## src/rtl/vis_pkg.sv

```systemverilog
package vis_pkg;
  localparam int BYTE_W   = 8;
  localparam int PC_W     = 2 * BYTE_W;
  localparam int RANK_W   = 4;
  localparam int MAX_MASK = (1 << RANK_W) - 2;
  localparam logic [BYTE_W-1:0] TOP_CODE = 8'hFE;

  typedef enum logic [1:0] {ST_IDLE, ST_HI, ST_LO} fetch_st_e;

  function automatic logic [BYTE_W-1:0] rank_code(input logic [RANK_W-1:0] r);
    return TOP_CODE - BYTE_W'({r, 1'b0});
  endfunction
endpackage

```

## src/rtl/vis_arbiter.sv

```systemverilog
module vis_arbiter
  import vis_pkg::*;
#(
  parameter int N_MASK = 14
) (
  input  logic              trap_i,
  input  logic [N_MASK-1:0] pend_i,
  input  logic [N_MASK-1:0] en_i,
  output logic [RANK_W-1:0] rank_o
);
  logic [N_MASK-1:0] active;
  assign active = pend_i & en_i;

  always_comb begin
    rank_o = RANK_W'(MAX_MASK + 1);
    for (int i = N_MASK - 1; i >= 0; i--) begin
      if (active[i]) rank_o = RANK_W'(i + 1);
    end
    if (trap_i) rank_o = '0;
  end
endmodule

```

## src/rtl/vis_fetch.sv

```systemverilog
module vis_fetch
  import vis_pkg::*;
(
  input  logic              clk_i,
  input  logic              rst_ni,
  input  logic              start_i,
  input  logic [BYTE_W-1:0] code_i,
  input  logic [BYTE_W-1:0] page_i,
  output logic [PC_W-1:0]   mem_addr_o,
  output logic              mem_rd_o,
  input  logic [BYTE_W-1:0] mem_data_i,
  output logic [PC_W-1:0]   pc_o,
  output logic              done_o
);
  fetch_st_e         st_q;
  logic [BYTE_W-1:0] code_q, page_q, hi_q;

  always_ff @(posedge clk_i or negedge rst_ni) begin
    if (!rst_ni) begin
      st_q   <= ST_IDLE;
      code_q <= '0;
      page_q <= '0;
      hi_q   <= '0;
      pc_o   <= '0;
      done_o <= 1'b0;
    end else begin
      done_o <= 1'b0;
      unique case (st_q)
        ST_IDLE: if (start_i) begin
          code_q <= code_i;
          page_q <= page_i;
          st_q   <= ST_HI;
        end
        ST_HI: begin
          hi_q <= mem_data_i;
          st_q <= ST_LO;
        end
        ST_LO: begin
          pc_o   <= {hi_q, mem_data_i};
          done_o <= 1'b1;
          st_q   <= ST_IDLE;
        end
        default: st_q <= ST_IDLE;
      endcase
    end
  end

  // second read sets the odd address inside the same code slot
  assign mem_rd_o   = (st_q != ST_IDLE);
  assign mem_addr_o = {page_q, code_q[BYTE_W-1:1], (st_q == ST_LO)};


  code_range_chk: assert property (@(posedge clk_i) disable iff (!rst_ni)
    mem_rd_o |-> mem_addr_o[7:5] == 3'b111);

  two_reads_chk: assert property (@(posedge clk_i) disable iff (!rst_ni)
    (mem_rd_o && !mem_addr_o[0]) |=> (mem_rd_o && mem_addr_o[0]));

  no_restart_chk: assert property (@(posedge clk_i) disable iff (!rst_ni)
    (mem_rd_o && mem_addr_o[0]) |=> !mem_rd_o);

  done_pulse_chk: assert property (@(posedge clk_i) disable iff (!rst_ni)
    done_o |=> !done_o);

  done_after_read_chk: assert property (@(posedge clk_i) disable iff (!rst_ni)
    (mem_rd_o && mem_addr_o[0]) |=> done_o);
endmodule

```

## src/rtl/vis_unit.sv

```systemverilog
module vis_unit
  import vis_pkg::*;
#(
  parameter int N_MASK = 14
) (
  input  logic              clk_i,
  input  logic              rst_ni,
  input  logic              start_i,
  input  logic              trap_i,
  input  logic [N_MASK-1:0] pend_i,
  input  logic [N_MASK-1:0] en_i,
  input  logic [15:0]       pc_i,
  output logic [15:0]       mem_addr_o,
  output logic              mem_rd_o,
  input  logic [7:0]        mem_data_i,
  output logic [15:0]       pc_o,
  output logic              done_o
);
  logic [RANK_W-1:0] rank;
  logic [BYTE_W-1:0] code;

  vis_arbiter #(.N_MASK(N_MASK)) u_arb (
    .trap_i (trap_i),
    .pend_i (pend_i),
    .en_i   (en_i),
    .rank_o (rank)
  );

  assign code = rank_code(rank);

  vis_fetch u_fetch (
    .clk_i      (clk_i),
    .rst_ni     (rst_ni),
    .start_i    (start_i),
    .code_i     (code),
    .page_i     (pc_i[PC_W-1:BYTE_W]),
    .mem_addr_o (mem_addr_o),
    .mem_rd_o   (mem_rd_o),
    .mem_data_i (mem_data_i),
    .pc_o       (pc_o),
    .done_o     (done_o)
  );


  trap_top_chk: assert property (@(posedge clk_i) disable iff (!rst_ni)
    (start_i && !mem_rd_o && trap_i) |=> mem_addr_o[7:0] == 8'hFE);

  idle_code_chk: assert property (@(posedge clk_i) disable iff (!rst_ni)
    (start_i && !mem_rd_o && !trap_i && ((pend_i & en_i) == '0)) |=> mem_addr_o[7:0] == 8'hE0);
endmodule

```

## config.mk

```make
export PLATFORM = sky130hd
export DESIGN_NAME = vis_unit
export DESIGN_NICKNAME = d
export VERILOG_FILES = /design/src/rtl/vis_pkg.sv /design/src/rtl/vis_arbiter.sv /design/src/rtl/vis_fetch.sv /design/src/rtl/vis_unit.sv
export SDC_FILE = /design/constraint.sdc
export NUM_CORES = 1
export LEC_CHECK = 0
export BUFFER_PORTS_ARGS = -buffer_cell sky130_fd_sc_hd__buf_4
export CORE_ASPECT_RATIO = 0.9
export CORE_MARGIN = 3
export CORE_UTILIZATION = 44
export CTS_CLUSTER_DIAMETER = 60
export DETAILED_ROUTE_END_ITERATION = 8
export GPL_TIMING_DRIVEN = 0
export HOLD_SLACK_MARGIN = 0.15
export MAX_ROUTING_LAYER = met4
export PLACE_DENSITY = 0.79
export SLEW_MARGIN = 25
export SYNTH_ARGS = -nofsm -noshare
export SYNTH_HDL_FRONTEND = slang
export SYNTH_SLANG_ARGS = --single-unit
```

## constraint.sdc

```tcl
create_clock -name clk_i -period 1.7 [get_ports clk_i]
set_input_delay 0.17 -clock clk_i [delete_from_list [all_inputs] [get_ports clk_i]]
set_output_delay 0.17 -clock clk_i [all_outputs]
set_load 0.005 [all_outputs]
```

Word level (Yosys, flattened, before mapping)
Cells that the tools add are included.
Widths: inputs -> output; s select.
{"block": "word_totals", "ff_bits": 43, "out_inout_bits": 34, "wordCells": 32}
{"block": "classes", "add_sub_neg": 1, "eq_ne": 3, "muxes": 18, "n_bitwise": 1, "reduce_logical": 3}
{"cell": "$mux 4", "n": 8}
{"cell": "$and 14x14->14", "n": 1}
{"cell": "$mux 3", "n": 4}
{"cell": "$sub 2x6->7 const A", "n": 1}
{"cell": "$mux 2", "n": 3}
{"cell": "$pmux 2 s2", "n": 1}
{"cell": "$eq 2x1->1 const B", "n": 1}
{"cell": "$eq 2x2->1 const B", "n": 1}
{"cell": "$logic_not 2->1", "n": 1}
{"cell": "$mux 1", "n": 2}
{"cell": "$ne 2x2->1 const B", "n": 1}
{"cell": "$reduce_and 2->1", "n": 1}
{"cell": "$reduce_bool 2->1", "n": 1}

Logic depth before layout (Yosys ltp)
{"block": "depth", "depth_word": 17, "mapped_depth": 5, "mapped_depth_nobuf": 4}

Cells and area by module
A second synthesis with hierarchy kept.
{"block": "hier_totals", "hier_cells": 130, "area_unflattened_um2": 1849.3}
{"mod": "vis_fetch", "n_inst": 1, "cells_each": 91, "area_per_inst_um2": 1620.3}
{"mod": "vis_arbiter", "n_inst": 1, "cells_each": 33, "area_per_inst_um2": 206.4}
{"mod": "vis_unit", "n_inst": 1, "cells_each": 6, "area_per_inst_um2": 22.5}

Worst setup path before layout
OpenSTA, ideal clock, no wires.
{"block": "synth_timing", "kind": "register -> register", "startpoint": "reg u_fetch.st_q[0]", "endpoint": "reg u_fetch.page_q[7]", "t_arrival_ns": 1.318, "path_slack_ns": 0.257, "path_stages_with_launch": 4, "n_path_buf": 1, "cell_sequence": "dfrtp_1 > nor3b_4 > buf_4 > mux2_2"}
{"block": "synth_between", "elab_chain_cells": 2}
{"element": "from (decl)", "line": "vis_fetch.sv:15", "text": "fetch_st_e st_q;"}
{"element": "from (signal assigned)", "line": "vis_fetch.sv:20", "text": "st_q <= ST_IDLE;"}
{"element": "from (signal assigned)", "line": "vis_fetch.sv:32", "text": "st_q <= ST_HI;"}
{"element": "from (signal assigned)", "line": "vis_fetch.sv:36", "text": "st_q <= ST_LO;"}
{"element": "$logic_not 2->1", "line": "vis_fetch.sv:28", "text": "unique case (st_q)"}
{"element": "$reduce_and 2->1 (no line)"}
{"element": "to (signal assigned)", "line": "vis_fetch.sv:31", "text": "page_q <= page_i;"}
{"element": "to (decl)", "line": "vis_fetch.sv:16", "text": "logic [BYTE_W-1:0] code_q, page_q, hi_q;"}
No other way between the ends.
A chain may end at the register's enable or synchronous reset.

Final worst setup path
{"block": "layout_timing", "startpoint": "reg u_fetch.st_q[0]", "endpoint": "out mem_addr_o[0]"}
{"block": "layout_between", "elab_chain_cells": 1}
{"element": "$eq 2x2->1", "line": "vis_fetch.sv:50", "text": "assign mem_addr_o = {page_q, code_q[BYTE_W-1:1], (st_q == ST_LO)};"}
{"element": "to (decl)", "line": "vis_unit.sv:13", "text": "output logic [15:0] mem_addr_o,"}
No other way between the ends.

==> results.cfg <==
[global_routing]
grt_pass1_vias = 1523
antenna_found_initial = 0
grt_max_degree = 41
track_usage_pct = 20.33
overflow = 0
grt_pass1_wl_mm = 7.072

[clock_network]
tritoncts = yes
cts_made_buffers = 5
h-tree-depth = 2
clk_latency_ps = 290
path_clk_slew_ps = 80
clockRootBuffer = clkbuf_8
cts.path.max_buffers = 2
cts.sinks = 40

[logic_synthesis]
muxShareOfSynthArea_pct = 21.46
synth_top_family_by_area = multiplexers
synth_seq_cells = 40
ys_types = 26
yosys.area_share.simple_pct = 6.259
syn_area_um2 = 1679
synth_compound_area_share_pct = 9.985
synth-xor-area-share_pct = 0
ys_seq_area_share_pct = 59.61
synthAdderAreaFrac_pct = 0
ys_warn_count = 0
netlist_instances = 121
syn_nets = 177
syn_avg_cell_area_um2 = 13.88

[outcome]
status = finished, final reports clean

[timing]
fin_ws_ps = 191.6
period_share_pct = 88.73
timing.hold.ws_ps = 244.7
fmax_mhz = 663.0
slew_headroom_pct = 67.33
rsz0062_at_grt = false
finalHoldViolCount = 0
finalCriticalPeriod_ps = 1508
setup_viol = 0
finClkSkew_ps = 7.246
fin_setup_tns_ps = 0
slew_viol_final = 0
worst_pin_slew_ps = 490.1

[worst_setup_path]
critPathKind = reg -> out
worst_path_dominant_cell_family = buffers and inverters
worstPathCellList = nand2b_1 > clkbuf_4 > inv_1 > buf_4
critPathRequiredTime_ps = 1530
worst_setup_path_start_kind = flip-flop
cp.depth = 4
worst-endpoint-arrival_ps = 1340
rrSetupSlack_ps = 250
worst-path-buf-inv = 3
cpMaxStageDelayCell = dfrtp_1
cp-endpoint = mem_addr_o[0]
crit_path_end_kind = output port
timing.rr.end = u_fetch.code_q[1]$_DFFE_PN0P_
path_max_fanout = 17
crit_start = u_fetch.st_q[0]$_DFFE_PN0P_
r2r_start = u_fetch.st_q[1]$_DFFE_PN0P_
rr_worst_depth = 6
crit_path_max_incr_delay_ps = 410

[routing]
drtIter0Drc = 74
ant_nets = 0
drt_wl_total_mm = 4.335
drc = 0
vias_per_cell = 5.117
firstDrtPassIters = 4
wire_per_inst_um = 15.82
vias = 1402

[place]
placedCellCount = 246
pre_cts_ws_ps = 81.18
port-buffer-count = 81
gp_congestion = 0.9654
place_hpwl_mm = 3.329

[min_path]
min_path_type = in -> reg

[floorplan]
die_h_um = 64.61
die_x_um = 71.12
num_rows = 20
core-area_um2 = 3528
io_pins = 90
start_util_pct = 47.59
fp.dieArea_um2 = 4594

[pwr]
powerDensity_nw_per_um2 = 1235
p_leak_nw = 1.259
ir_drop_v = 0.0008648

[flow_run]
maxCapViolCount = 0

[layout]
final_cell_count_no_fill = 274
fin_nets = 285
area_growth_pct = 58.79
layout-drive-gt1-share_pct = 58.70
antenna_cells = 0
[worst min-delay path, cell delays in order]
cell,delay [ps]
buf_4,90
nand4b_1,90
o21ai_0,90
nor3_1,50
[placed cells by master (no fill, tap or decap)]
master / synthesis / routed
nand2_1: 7 / 7
a31oi_1: 1 / 1
a21boi_0: 1 / 1
or2_2: 2 / 2
clkbuf_4: 0 / 1
a21oi_1: 5 / 5
nor3_1: 1 / 1
a221o_1: 1 / 1
nor3b_4: 1 / 1
o22a_1: 2 / 2
dlygate4sd3_1: 0 / 17
dfrtp_1: 40 / 40
clkbuf_8: 0 / 7
a22oi_1: 5 / 5
nand2b_1: 2 / 2
bufinv_16: 0 / 1
nand3_1: 1 / 1
buf_2: 3 / 1
mux2_2: 32 / 32
nand2_2: 1 / 1
a22o_1: 2 / 2
inv_1: 2 / 2
buf_4: 3 / 88
o21ai_0: 2 / 2
a32oi_1: 2 / 2
a222oi_1: 1 / 1
nand4_1: 1 / 1
nand4b_1: 1 / 1
nor2_1: 1 / 1
a31o_2: 1 / 1
[power by group]
group / switching (W) / total [W] / internal, W
combinational: 0.000340 / 0.00103 / 0.000687
sequential: 0.000176 / 0.00144 / 0.00127
clock: 0.000306 / 0.000824 / 0.000518
total: 0.000822 / 0.00329 / 0.00247
[stage by stage]
stage	cell area (um2)	util, %	total power, W
floorplan	1679	-	0.001831
global placement	2342	66.38	0.002386
detailed placement	2342	66.38	0.002460
CTS	2634	74.65	0.003311
global route	2666	75.57	0.003470
finish	2666	75.57	0.003294
[registers in the layout, indices dropped and copies added, names as in the netlist]
signal          flops
u_fetch.code_q      5
u_fetch.done_o      1
u_fetch.hi_q        8
u_fetch.page_q      8
u_fetch.pc_o       16
u_fetch.st_q        2
[cell families (layout without fill, tap and decap cells)]
family | count (synthesis) | count (layout)
buffers and inverters | 8 | 117
AOI/OAI and AO/OA | 23 | 23
DFF | 40 | 40
muxes | 32 | 32
and+or+nand+nor | 18 | 18
[layer usage]
layer	part of all wire (%)	wire length, um	global-route usage [%]
met2	56	2433	37.96
met1	37	1619	21.70
met5	0	0	-
met4	1.6	70	4.225
met3	4.9	212	5.271
[synthesized netlist by cell type]
library cell	number	area, um2
o22a_1	2	17.52
nand4b_1	1	8.760
nand4_1	1	6.260
nand2_2	1	6.260
a221o_1	1	10.01
nor2_1	1	3.750
nor3b_4	1	18.77
a222oi_1	1	10.01
nand2b_1	2	12.51
nand3_1	1	5.000
a22oi_1	5	37.54
a31oi_1	1	6.260
a21boi_0	1	7.510
buf_4	3	22.52
o21ai_0	2	10.01
inv_1	2	7.510
a21oi_1	5	25.02
a32oi_1	2	17.52
dfrtp_1	40	1001
a31o_2	1	8.760
or2_2	2	12.51
mux2_2	32	360.4
nand2_1	7	26.28
a22o_1	2	17.52
nor3_1	1	5.000
buf_2	3	15.01
[area by class of cell]
cell class	count	area, um2
flip-flops and latches	40	1001
fillers	238	862.1
repair buffers	102	808.3
multi-input cells	73	633.1
clock buffers	7	96.34
well taps	44	55.05
plain buffers	5	35.03
clock inverters	1	30.03
inverters	2	7.507
[timing repair]
item	CTS	global route
gates resized for setup	0	1
pin swaps	0	1
endpoints found under the setup margin	1	5
endpoints found under the hold margin	63	0
setup buffers	0	4
hold buffers	17	0
[worst min-delay path by stage]
| stage | endpoint | startpoint | cells past startpoint |
|---|---|---|---|
| floorplan | u_fetch.code_q[1]$_DFFE_PN0P_ | rst_ni | 0 |
| CTS | u_fetch.code_q[1]$_DFFE_PN0P_ | en_i[0] | 4 |
| global route | u_fetch.code_q[1]$_DFFE_PN0P_ | en_i[0] | 4 |
| detailed placement | u_fetch.hi_q[4]$_DFFE_PN0N_ | rst_ni | 1 |
| finish | u_fetch.code_q[1]$_DFFE_PN0P_ | en_i[0] | 4 |
| global placement | u_fetch.pc_o[4]$_DFFE_PN0P_ | rst_ni | 1 |
(Power assumes the default switching activity.)
